### src/rtl/rfid_rx_pkg.sv
package rfid_rx_pkg;

  // Receiver phases across one frame.
  typedef enum logic [1:0] {
    ST_HUNT = 2'd0,  // looking for the header run
    ST_ROWS = 2'd1,  // data bits and row parity
    ST_COLS = 2'd2,  // column parity bits
    ST_STOP = 2'd3   // final stop bit
  } rx_state_e;

endpackage

### src/rtl/rfid_run_count.sv
// Saturating count of consecutive 1s over accepted bits. The next value is
// exposed combinationally so the controller can act on the current bit.
module rfid_run_count #(
  parameter int HDR_LEN = 9,
  parameter int RUN_W   = $clog2(HDR_LEN + 1)
) (
  input  logic             clk,
  input  logic             rst_n,
  input  logic             take,
  input  logic             bit_i,
  output logic [RUN_W-1:0] run_nx,
  output logic             hdr_hit
);

  localparam logic [RUN_W-1:0] RUN_MAX = RUN_W'(HDR_LEN);

  logic [RUN_W-1:0] run_q;

  always_comb begin
    if (!bit_i)              run_nx = '0;
    else if (run_q >= RUN_MAX) run_nx = RUN_MAX;
    else                     run_nx = run_q + 1'b1;
  end

  assign hdr_hit = (run_nx == RUN_MAX);

  always_ff @(posedge clk) begin
    if (!rst_n)    run_q <= '0;
    else if (take) run_q <= run_nx;
  end

  // an accepted zero always restarts the run.
  p_zero_restarts_r1: assert property (@(posedge clk) disable iff (!rst_n)
    (take && !bit_i) |=> (run_q == '0));

  // idle cycles leave the run untouched.
  p_idle_keeps_run_r9: assert property (@(posedge clk) disable iff (!rst_n)
    !take |=> $stable(run_q));

endmodule

### src/rtl/rfid_parity_track.sv
// Running row parity and one running parity per column, compared against the
// incoming parity bit combinationally.
module rfid_parity_track #(
  parameter int COLS  = 4,
  parameter int COL_W = $clog2(COLS + 1)
) (
  input  logic             clk,
  input  logic             rst_n,
  input  logic             clr,
  input  logic             data_take,
  input  logic             row_close,
  input  logic             bit_i,
  input  logic [COL_W-1:0] col_idx,
  output logic             row_ok,
  output logic             col_ok
);

  logic            row_q;
  logic [COLS-1:0] col_q;
  logic            col_sel;

  always_ff @(posedge clk) begin
    if (!rst_n || clr)   row_q <= 1'b0;
    else if (row_close)  row_q <= 1'b0;
    else if (data_take)  row_q <= row_q ^ bit_i;
  end

  for (genvar c = 0; c < COLS; c++) begin : g_col
    always_ff @(posedge clk) begin
      if (!rst_n || clr)
        col_q[c] <= 1'b0;
      else if (data_take && (col_idx == COL_W'(c)))
        col_q[c] <= col_q[c] ^ bit_i;
    end
  end

  always_comb begin
    col_sel = 1'b0;
    for (int c = 0; c < COLS; c++)
      if (col_idx == COL_W'(c)) col_sel = col_q[c];
  end

  assign row_ok = ~(row_q ^ bit_i);
  assign col_ok = ~(col_sel ^ bit_i);

  // a fresh frame starts with a clean row accumulator.
  p_clear_row_r2: assert property (@(posedge clk) disable iff (!rst_n)
    clr |=> (row_q == 1'b0));

endmodule

### src/rtl/rfid_frame_ctrl.sv
// Frame sequencer: walks the frame layout, shifts in the ID, decides
// accept or reject, and restarts the hunt on failure.
module rfid_frame_ctrl
  import rfid_rx_pkg::*;
#(
  parameter int ROWS  = 10,
  parameter int COLS  = 4,
  parameter int ID_W  = ROWS * COLS,
  parameter int ROW_W = (ROWS > 1) ? $clog2(ROWS) : 1,
  parameter int COL_W = $clog2(COLS + 1)
) (
  input  logic             clk,
  input  logic             rst_n,
  input  logic             take,
  input  logic             bit_i,
  input  logic             hdr_hit,
  input  logic             row_ok,
  input  logic             col_ok,
  output logic             clr,
  output logic             data_take,
  output logic             row_close,
  output logic [COL_W-1:0] col_idx,
  output logic             id_valid,
  output logic [ID_W-1:0]  id_data,
  output logic             frame_err
);

  localparam logic [ROW_W-1:0] ROW_LAST = ROW_W'(ROWS - 1);
  localparam logic [COL_W-1:0] COL_LAST = COL_W'(COLS - 1);
  localparam logic [COL_W-1:0] COL_PAR  = COL_W'(COLS);

  rx_state_e        state_q, state_d;
  logic [ROW_W-1:0] row_q, row_d;
  logic [COL_W-1:0] col_q, col_d;
  logic [ID_W-1:0]  sr_q, id_q;
  logic             vld_q, err_q;
  logic             accept, abort, start;

  always_comb begin
    state_d   = state_q;
    row_d     = row_q;
    col_d     = col_q;
    accept    = 1'b0;
    abort     = 1'b0;
    start     = 1'b0;
    data_take = 1'b0;
    row_close = 1'b0;
    if (take) begin
      unique case (state_q)
        ST_HUNT: if (hdr_hit) start = 1'b1;
        ST_ROWS: begin
          if (col_q < COL_PAR) begin
            data_take = 1'b1;
            col_d     = col_q + 1'b1;
          end else if (row_ok) begin
            row_close = 1'b1;
            col_d     = '0;
            if (row_q == ROW_LAST) begin
              state_d = ST_COLS;
              row_d   = '0;
            end else begin
              row_d   = row_q + 1'b1;
            end
          end else begin
            abort = 1'b1;
          end
        end
        ST_COLS: begin
          if (!col_ok)               abort   = 1'b1;
          else if (col_q == COL_LAST) state_d = ST_STOP;
          else                        col_d   = col_q + 1'b1;
        end
        ST_STOP: begin
          if (!bit_i) begin
            accept  = 1'b1;
            state_d = ST_HUNT;
          end else begin
            abort   = 1'b1;
          end
        end
        default: state_d = ST_HUNT;
      endcase
      if (abort) begin
        if (hdr_hit) start   = 1'b1;
        else         state_d = ST_HUNT;
      end
      if (start) begin
        state_d = ST_ROWS;
        row_d   = '0;
        col_d   = '0;
      end
    end
  end

  assign clr     = start;
  assign col_idx = col_q;

  always_ff @(posedge clk) begin
    if (!rst_n) begin
      state_q <= ST_HUNT;
      row_q   <= '0;
      col_q   <= '0;
      vld_q   <= 1'b0;
      err_q   <= 1'b0;
    end else begin
      state_q <= state_d;
      row_q   <= row_d;
      col_q   <= col_d;
      vld_q   <= accept;
      err_q   <= abort;
    end
  end

  always_ff @(posedge clk) begin
    if (!rst_n)         sr_q <= '0;
    else if (data_take) sr_q <= {sr_q[ID_W-2:0], bit_i};
  end

  always_ff @(posedge clk) begin
    if (!rst_n)      id_q <= '0;
    else if (accept) id_q <= sr_q;
  end

  assign id_valid  = vld_q;
  assign id_data   = id_q;
  assign frame_err = err_q;

  // accept and reject never coincide.
  p_excl_events_r7: assert property (@(posedge clk) disable iff (!rst_n)
    !(id_valid && frame_err));

  // acceptance follows an accepted zero stop bit.
  p_stop_zero_r4: assert property (@(posedge clk) disable iff (!rst_n)
    id_valid |-> $past(take && !bit_i));

  // a rejection is always caused by an accepted bit.
  p_err_from_bit_r7: assert property (@(posedge clk) disable iff (!rst_n)
    frame_err |-> $past(take));

  // the valid strobe lasts one cycle.
  p_single_pulse_r5: assert property (@(posedge clk) disable iff (!rst_n)
    id_valid |=> !id_valid);

  // the ID moves only together with the valid strobe.
  p_hold_id_r6: assert property (@(posedge clk) disable iff (!rst_n)
    !id_valid |-> $stable(id_data));

  // idle cycles raise no event.
  p_idle_quiet_r9: assert property (@(posedge clk) disable iff (!rst_n)
    !take |=> (!id_valid && !frame_err));

endmodule

### src/rtl/rfid_id_receiver.sv
module rfid_id_receiver #(
  parameter int HDR_LEN = 9,
  parameter int ROWS    = 10,
  parameter int COLS    = 4,
  localparam int ID_W   = ROWS * COLS
) (
  input  logic            clk,
  input  logic            rst_n,
  input  logic            in_valid,
  output logic            in_ready,
  input  logic            in_bit,
  output logic            id_valid,
  output logic [ID_W-1:0] id_data,
  output logic            frame_err
);

  localparam int RUN_W = $clog2(HDR_LEN + 1);
  localparam int ROW_W = (ROWS > 1) ? $clog2(ROWS) : 1;
  localparam int COL_W = $clog2(COLS + 1);

  logic             take;
  logic [RUN_W-1:0] run_nx;
  logic             hdr_hit;
  logic             clr, data_take, row_close;
  logic [COL_W-1:0] col_idx;
  logic             row_ok, col_ok;

  assign in_ready = 1'b1;
  assign take     = in_valid;

  rfid_run_count #(.HDR_LEN(HDR_LEN), .RUN_W(RUN_W)) u_run (
    .clk     (clk),
    .rst_n   (rst_n),
    .take    (take),
    .bit_i   (in_bit),
    .run_nx  (run_nx),
    .hdr_hit (hdr_hit)
  );

  rfid_parity_track #(.COLS(COLS), .COL_W(COL_W)) u_par (
    .clk       (clk),
    .rst_n     (rst_n),
    .clr       (clr),
    .data_take (data_take),
    .row_close (row_close),
    .bit_i     (in_bit),
    .col_idx   (col_idx),
    .row_ok    (row_ok),
    .col_ok    (col_ok)
  );

  rfid_frame_ctrl #(
    .ROWS(ROWS), .COLS(COLS), .ID_W(ID_W), .ROW_W(ROW_W), .COL_W(COL_W)
  ) u_ctrl (
    .clk       (clk),
    .rst_n     (rst_n),
    .take      (take),
    .bit_i     (in_bit),
    .hdr_hit   (hdr_hit),
    .row_ok    (row_ok),
    .col_ok    (col_ok),
    .clr       (clr),
    .data_take (data_take),
    .row_close (row_close),
    .col_idx   (col_idx),
    .id_valid  (id_valid),
    .id_data   (id_data),
    .frame_err (frame_err)
  );

  // the run value offered to the controller never exceeds the header length.
  p_run_bound_r1: assert property (@(posedge clk) disable iff (!rst_n)
    run_nx <= RUN_W'(HDR_LEN));

endmodule

### config.mk
export PLATFORM = sky130hd
export DESIGN_NAME = rfid_id_receiver
export DESIGN_NICKNAME = d
export VERILOG_FILES = /design/src/rtl/rfid_rx_pkg.sv /design/src/rtl/rfid_run_count.sv /design/src/rtl/rfid_parity_track.sv /design/src/rtl/rfid_frame_ctrl.sv /design/src/rtl/rfid_id_receiver.sv
export SDC_FILE = /design/constraint.sdc
export NUM_CORES = 1
export LEC_CHECK = 0
export BUFFER_PORTS_ARGS = -buffer_cell sky130_fd_sc_hd__buf_2
export CAP_MARGIN = 20
export CORE_MARGIN = 2
export CORE_UTILIZATION = 58
export DETAILED_ROUTE_END_ITERATION = 10
export GPL_TIMING_DRIVEN = 0
export PLACE_DENSITY = 0.76
export SYNTH_ARGS = -nofsm -noshare
export SYNTH_HDL_FRONTEND = slang
export SYNTH_HIERARCHICAL = 1
export SYNTH_SLANG_ARGS = --single-unit
### constraint.sdc
create_clock -name clk -period 2.8 [get_ports clk]
set_input_delay 0.56 -clock clk [delete_from_list [all_inputs] [get_ports clk]]
set_output_delay 0.56 -clock clk [all_outputs]
set_load 0.005 [all_outputs]
# Word level (Yosys, flattened, before mapping)
# Index checks and enable logic that the tools add are counted.
# op_classes
addsub	3
mul	0
n_div	0
n_lt_le_gt_ge	2
eq_ne	13
shift	0
n_mux	49
n_bitwise	6
n_reduce_logical	14
# ops
cell	n
2-to-1 mux 4 bit	7
2-to-1 mux 1 bit	25
2-to-1 mux 2 bit	9
2-to-1 mux 3 bit	5
adder 4 x 1 -> 4 bit, second input constant	2
equality test 4 bit, second input constant	2
equality test 3 x 2 -> 1 bit, second input constant	2
!= test 3 bit, second input constant	2
one-hot mux 2 bit (3 select lines)	1
one-hot mux 3 bit (2 select lines)	1
bitwise XOR 1 bit	6
AND reduction 5 bit	1
equality test 2 bit, second input constant	2
>= comparator 4 bit, second input constant	1
logical AND 1 bit	4
!= test 4 x 2 -> 1 bit, second input constant	1
AND reduction 4 bit	1
adder 3 x 1 -> 3 bit, second input constant	1
equality test 3 x 1 -> 1 bit, second input constant	1
logical NOT 3 bit	1
< comparator 3 bit, second input constant	1
one-hot mux 1 bit (3 select lines)	1
nonzero test 3 bit	1
equality test 2 x 1 -> 1 bit, second input constant	1
other kinds (8)	8
# word_totals
reg_bits	100
latchBits	0
ram_bits	0
mem_bits_ro	0
input_bits	4
out_inout_bits	43
wordCells	100
n_memories	0

# Longest topological paths before layout
# Gate-level depths: netlist of the first run.
# logic_depth
word_depth	14
ltp_mapped	10
mapped_depth_nobuf	10

# Cells and area by module
# Netlist of the first run, hierarchy kept.
# modules_own_cells
module	n_inst	cells_per_inst	area_each_um2	seq_area_each_um2
rfid_frame_ctrl	1	439	3648.5	1821.7
rfid_run_count	1	38	325.3	80.1
rfid_parity_track	1	30	265.3	100.1
rfid_id_receiver	1	2	11.3	0.0

# Least setup slack after synthesis of the first run
# OpenSTA, ideal clock, no wires.
# synth_path
path_type	register to register
from	reg u_run.run_q[0]
to	reg u_ctrl.row_q[3]
setup_ns	0.133
t_arrival_ns	1.857
required_ns	2.667
slack_ns	0.810
path_stages_with_launch	9
n_path_buf	0
period_less_slack_ns	1.990
path_cell_list	dfxtp_1 -> inv_1 -> ha_1 -> o31ai_1 -> and3_1 -> inv_1 -> o32a_1 -> o21ai_1 -> o221ai_1
# synth_via
elab_chain_cells	11
elab_cells_between_ends	15
cone_classes	1 x add/sub; 1 x order compare; 3 x eq/ne; 8 x mux; 2 x reduce/logical
# synth_rtl
element	line_no	source
from (decl)	rfid_run_count.sv:17	logic [RUN_W-1:0] run_q;
from (signal assigned)	rfid_run_count.sv:29	else if (take) run_q <= run_nx;
adder 4 x 1 -> 4 bit / >= comparator 4 bit (equally long branches)	rfid_run_count.sv:22, rfid_run_count.sv:21	
2-to-1 mux 4 bit *	rfid_run_count.sv:21	else if (run_q >= RUN_MAX) run_nx = RUN_MAX;
2-to-1 mux 4 bit *	rfid_run_count.sv:20	if (!bit_i) run_nx = '0;
equality test 4 bit *	rfid_run_count.sv:25	assign hdr_hit = (run_nx == RUN_MAX);
net hdr_hit	rfid_id_receiver.sv:23	logic hdr_hit;
2-to-1 mux 1 bit	rfid_frame_ctrl.sv:50	ST_HUNT: if (hdr_hit) start = 1'b1;
2-to-1 mux 1 bit	rfid_frame_ctrl.sv:49	unique case (state_q)
2-to-1 mux 1 bit	rfid_frame_ctrl.sv:84	if (hdr_hit) start = 1'b1;
2-to-1 mux 1 bit *	rfid_frame_ctrl.sv:83	if (abort) begin
2-to-1 mux 1 bit *	rfid_frame_ctrl.sv:48	if (take) begin
!= test 2 bit (no source line) (tied with other cells)	--	
AND reduction 4 bit (no source line)	--	
to (signal assigned)	rfid_frame_ctrl.sv:107	row_q <= row_d;
to (decl)	rfid_frame_ctrl.sv:33	logic [ROW_W-1:0] row_q, row_d;
# Mark *: on every way through the listed nets, which the timed path passes. The rest lies on a longest branch. The select of a mux whose other input is x is not followed.
# A chain may end at the register's enable or synchronous reset.

# Worst setup path in the final report of the first run
# layout_path
from	reg u_run.run_q[0]
to	reg u_par.col_q[1]
# layout_via
elab_chain_cells	11
elab_cells_between_ends	12
cone_classes	1 x add/sub; 1 x order compare; 1 x eq/ne; 8 x mux; 1 x reduce/logical
# layout_rtl
element	line_no	source
adder 4 x 1 -> 4 bit / >= comparator 4 bit (equally long branches)	rfid_run_count.sv:22, rfid_run_count.sv:21	
2-to-1 mux 4 bit *	rfid_run_count.sv:21	
2-to-1 mux 4 bit *	rfid_run_count.sv:20	
equality test 4 bit *	rfid_run_count.sv:25	
net hdr_hit	rfid_id_receiver.sv:23	
2-to-1 mux 1 bit	rfid_frame_ctrl.sv:50	
2-to-1 mux 1 bit	rfid_frame_ctrl.sv:49	
2-to-1 mux 1 bit	rfid_frame_ctrl.sv:84	
2-to-1 mux 1 bit *	rfid_frame_ctrl.sv:83	
2-to-1 mux 1 bit * (2 in a row)	rfid_frame_ctrl.sv:48	
net clr	rfid_id_receiver.sv:24	logic clr, data_take, row_close;
logical OR 1 bit *	rfid_parity_track.sv:30	if (!rst_n || clr)
to (signal, indexed assignment)	rfid_parity_track.sv:33	col_q[c] <= col_q[c] ^ bit_i;
to (decl)	rfid_parity_track.sv:19	logic [COLS-1:0] col_q;
# Marked as above.

==> flow_summary.yaml, run 1 <==
place:
  numPortBuffers: 45
  dp_hpwl_um: 6000
  placed_cells: 647
  globalplace.congestion: 0.941
die:
  core_um2: 7140
  pin_count: 47
  fp.dieH_um: 89.1
  rows: 31
  fp.dieW_um: 89.1
  initial_core_util_pct: 58.9
  die_area_um2: 7950
global_route:
  grtUsageMet3_pct: 3.60
  antenna_found_initial: 0
  grt_pass1_vias: 3056
  grt_pass1_wl_um: 13900
  grt_max_degree: 20
  busiest_layer: "met2"
  grtUsageTotal_pct: 22.0
  grt-ovfl-total: 0
  gr-usage-met2_pct: 35.8
  grt_use_met1_pct: 30.0
yosys:
  synth_fp_nets: 515
  yosys_warnings: 6
  synth_area_um2: 4200
  netlist_instances: 503
  syn_area_per_cell_um2: 8.36
worst_setup_path:
  cp.required_ns: 3.04
  reg2reg_from: "u_run/run_q[0]"
  startpoint_type: "register"
  cp.arrival_ns: 2.60
  worstSetupStartpoint: "u_run/run_q[0]"
  worst-setup-path-type: "reg2reg"
  critPathCaptureType: "register"
  cp_max_fo: 7
layout:
  fin_nets: 571
  area_growth_syn_to_layout_pct: 13.4
  fillers: 635
  layout.cells.non_filler: 663
  antenna_cells: 0
  post-route-util_pct: 66.8
  drive_gt1_share_pct: 14.7
worst_hold_path:
  hold_path_class: "reg2reg"
  hp-start: "u_ctrl/id_data[32]"
timing:
  finClkSkew_ns: 0.0167
  setup_viol: 0
  hold_viol_final: 0
  worstMarginPinSlew_ns: 0.582
  tns_ns: 0
  finalCritPeriodShare_pct: 84.5
  period_needed_ns: 2.37
  fmax_ghz: 0.423
  finalMaxSlewViolations: 0
  grt_setup_unrepaired: "no"
  slew-limit-headroom_pct: 60.9
clock_tree:
  cts_tree: "yes"
  root_buffer: "clkbuf_8"
  cts_resized: 0
  hold_buffers: 0
  cts_max_path_buffers: 2
  insertion_delay_ns: 0.36
  htreeDepth: 3
  cts.sinks: 100
  postCtsSetupRepairBufs: 0
  clkTransAtPathRegs_ns: 0.11
  cts_buffers: 9
power:
  power.clock.fraction_pct: 38.4
  switchingPower_uw: 617
  internal_power_uw: 1910
  power.density_nw_per_um2: 530
  power_frac_seq_pct: 56.8
  switching_share_pct: 24.4
  combPwrFrac_pct: 4.8
  p_leak_uw: 0.00179
  peakVddDrop_v: 0.000357
drt:
  vias: 3443
  antenna_left: 0
  wl_per_cell_um: 12.7
  vias_per_cell: 5.19
  drt_wl_total_um: 8420
  drcViolationCount: 0
  first_pass_iters: 4
  drt-initial-drc-count: 275
outcome:
  status: "finished clean"
flow_run:
  drv_cap: 0
[cell type report]
| type | instances | area (µm²) | area share (%) |
|---|---|---|---|
| well taps | 99 | 124 | 2.60 |
| multi-input cells | 357 | 2010 | 42.1 |
| flip-flops and latches | 100 | 2000 | 42.0 |
| inverters | 14 | 52.6 | 1.10 |
| repair buffers | 45 | 225 | 4.72 |
| clock buffers | 9 | 124 | 2.60 |
| plain buffers | 32 | 143 | 2.99 |
| clock inverters | 7 | 90.1 | 1.89 |
[layout by cell type (no fill, tap or decap), types with 4 or more instances in the layout]
master	instances
a21boi_0	61
a21boi_1	22
a21oi_1	8
buf_2	57
clkbuf_1	18
clkbuf_8	9
dfxtp_1	100
ha_1	8
inv_1	13
mux2i_1	6
nand2_1	170
nand2b_1	5
nand3_1	5
nor2_1	8
o21ai_0	9
or4_1	4
[final timing paths]
path,endpoint,slack (ns),cells after the start
worst max-delay path,u_par/col_q[1],0.43,9
worst min-delay path,u_ctrl/id_data[32],0.45,2
worst max register to register,u_par/col_q[1],0.43,9
worst min register to register,u_ctrl/id_data[32],0.45,2
[stage by stage]
stage,worst slack [ns],cell area [µm²],power (µW),hold WS (ns)
finish,0.434,4770,2530,0.455
global route,0.197,4770,2620,0.477
CTS,0.457,4770,2540,0.457
detailed placement,0.401,4550,1590,0.441
global placement,0.469,4550,1590,0.438
floorplan,0.837,4200,1560,0.431
[routing by layer]
layer	part of all wire (%)	routed length (µm)
met5	0	0
met4	1.1	95
met3	4.0	341
met2	48	4010
met1	47	3980
[worst max-delay path, cell delays in order (launching register included)]
cell	delay [ns]
dfxtp_1	0.47
inv_1	0.07
ha_1	0.31
o31ai_1	0.27
and3_1	0.24
inv_1	0.07
a31oi_1	0.30
and3_1	0.22
nand2b_1	0.22
a21oi_1	0.06
[registers in the layout, summed over array words and instances (netlist names)]
signal	flops
u_run/run_q	4
u_ctrl/sr_q	40
u_ctrl/id_data	40
u_par/col_q	4
u_ctrl/frame_err	1
u_ctrl/col_idx	3
u_par/row_q	1
u_ctrl/row_q	4
u_ctrl/state_q	2
u_ctrl/id_valid	1
[power groups by stage]
stage	combinational, µW	sequential [µW]	clock (µW)
3_5_place_dp	121	1470	0
6_report	122	1440	969
3_3_place_gp	119	1470	0
5_1_grt	136	1440	1050
2_1_floorplan	89.8	1470	0
4_1_cts	122	1440	987
Power figures use the tool's default switching activity.
==> inputs of run 2 (changes only) <==
Clock period 2.8 ns to 2.5 ns, I/O delays scaled along.
==> flow_summary.yaml, run 2 (same netlist as run 1, synthesis figures left out) <==
timing:
  setup_viol: 0
  worstMarginPinSlew_ns: 0.576
  tns_ns: 0
  fmax_ghz: 0.450
  hold_viol_final: 0
  period_needed_ns: 2.22
  finClkSkew_ns: 0.0159
  setup_ws_ns: 0.275
  slew-limit-headroom_pct: 61.3
  finalMaxSlewViolations: 0
  finalCritPeriodShare_pct: 89.0
  grt_setup_unrepaired: "no"
flow_run:
  drv_cap: 0
drt:
  vias_per_cell: 5.22
  antenna_left: 0
  vias: 3462
  drt_wl_total_um: 8420
  first_pass_iters: 4
  wl_per_cell_um: 12.7
  drcViolationCount: 0
  drt-initial-drc-count: 246
global_route:
  grtUsageMet3_pct: 3.60
  grtUsageTotal_pct: 22.0
  grt_use_met1_pct: 30.0
  gr-usage-met2_pct: 35.8
  grt-ovfl-total: 0
  busiest_layer: "met2"
  antenna_found_initial: 0
  grt_pass1_wl_um: 13900
  grt_pass1_vias: 3056
  grt_max_degree: 20
clock_tree:
  hold_buffers: 0
  cts_resized: 0
  root_buffer: "clkbuf_8"
  cts.sinks: 100
  clkTransAtPathRegs_ns: 0.10
  htreeDepth: 3
  insertion_delay_ns: 0.36
  cts_tree: "yes"
  postCtsSetupRepairBufs: 0
  cts_buffers: 9
  cts_max_path_buffers: 2
die:
  initial_core_util_pct: 58.9
  die_area_um2: 7950
  pin_count: 47
  fp.dieH_um: 89.1
  core_um2: 7140
  fp.dieW_um: 89.1
  rows: 31
layout:
  design_area_um2: 4770
  antenna_cells: 0
  drive_gt1_share_pct: 15.1
  fin_nets: 571
  area_growth_syn_to_layout_pct: 13.6
  layout_common_cells: "nand2_1, dfxtp_1, a21boi_0, buf_2, a21boi_1"
  fillers: 632
  final_common_cell: "nand2_1"
place:
  dp_slack_ns: 0.161
  numPortBuffers: 45
  dp_hpwl_um: 6000
  globalplace.congestion: 0.941
  place_area_um2: 4550
worst_setup_path:
  startpoint_type: "register"
  crit_end: "u_par/col_q[1]"
  worstSetupStartpoint: "u_run/run_q[0]"
  worst-setup-path-type: "reg2reg"
  r2r-end: "u_par/col_q[1]"
  cp.required_ns: 2.74
  rrSetupSlack_ns: 0.28
  cp_max_fo: 7
  critPathCaptureType: "register"
  reg2reg_from: "u_run/run_q[0]"
  rr_worst_depth: 9
  cp.arrival_ns: 2.46
power:
  internal_power_uw: 2140
  switching_share_pct: 24.4
  power.total_uw: 2830
  switchingPower_uw: 690
  p_leak_uw: 0.00179
  power_frac_seq_pct: 56.8
  power.density_nw_per_um2: 593
  peakVddDrop_v: 0.000399
  power.clock.fraction_pct: 38.3
  combPwrFrac_pct: 4.9
worst_hold_path:
  hold_path_class: "in2reg"
outcome:
  status: "finished clean"
-- run 2: final cells by class --
cell class / instances / area (µm²) / share of cell area (%)
repair buffers: 45 / 225 / 4.72
clock buffers: 9 / 124 / 2.59
plain buffers: 32 / 143 / 2.99
multi-input cells: 357 / 2010 / 42.2
inverters: 14 / 52.6 / 1.10
clock inverters: 7 / 90.1 / 1.89
well taps: 99 / 124 / 2.59
flip-flops and latches: 100 / 2000 / 42.0
-- run 2: worst min path at each step --
stage	start	end	slack, ns	depth (start not counted)
6_report	rst_n	u_run/run_q[3]	0.44	3
4_1_cts	rst_n	u_run/run_q[3]	0.43	3
3_5_place_dp	u_ctrl/id_data[32]	u_ctrl/id_data[32]	0.44	2
5_1_grt	rst_n	u_run/run_q[3]	0.43	3
3_3_place_gp	u_ctrl/id_data[33]	u_ctrl/id_data[33]	0.44	2
2_1_floorplan	u_ctrl/sr_q[39]	u_ctrl/id_data[39]	0.43	2
-- run 2: power by group through the flow --
stage,combinational [µW],sequential (µW),clock [µW]
after floorplan,101,1640,0
after global routing,153,1610,1170
after global placement,133,1640,0
after CTS,137,1610,1110
final,137,1610,1080
after detailed placement,136,1640,0
-- run 2: metrics by stage --
stage               instances  utilization [%]  hold WS [ns]
finish                    663             66.9         0.441
global route              663             66.9         0.435
CTS                       663             66.8         0.426
detailed placement        647             63.8         0.441
global placement          647             63.8         0.438
floorplan                 503                -         0.431
-- run 2: layer usage --
| metal | wire (µm) | share of wire (%) |
|---|---|---|
| met3 | 397 | 4.7 |
| met5 | 0 | 0 |
| met4 | 84 | 1.0 |
| met1 | 3930 | 47 |
| met2 | 4000 | 48 |
-- run 2: worst max-delay path, cell delays in order, from the launching register on --
cell and delay, ns:
dfxtp_2 0.41, inv_1 0.06, ha_1 0.30, o31ai_1 0.27
and3_1 0.24, inv_1 0.08, a31oi_2 0.24, and3_1 0.21
nand2b_1 0.22, a21oi_1 0.06
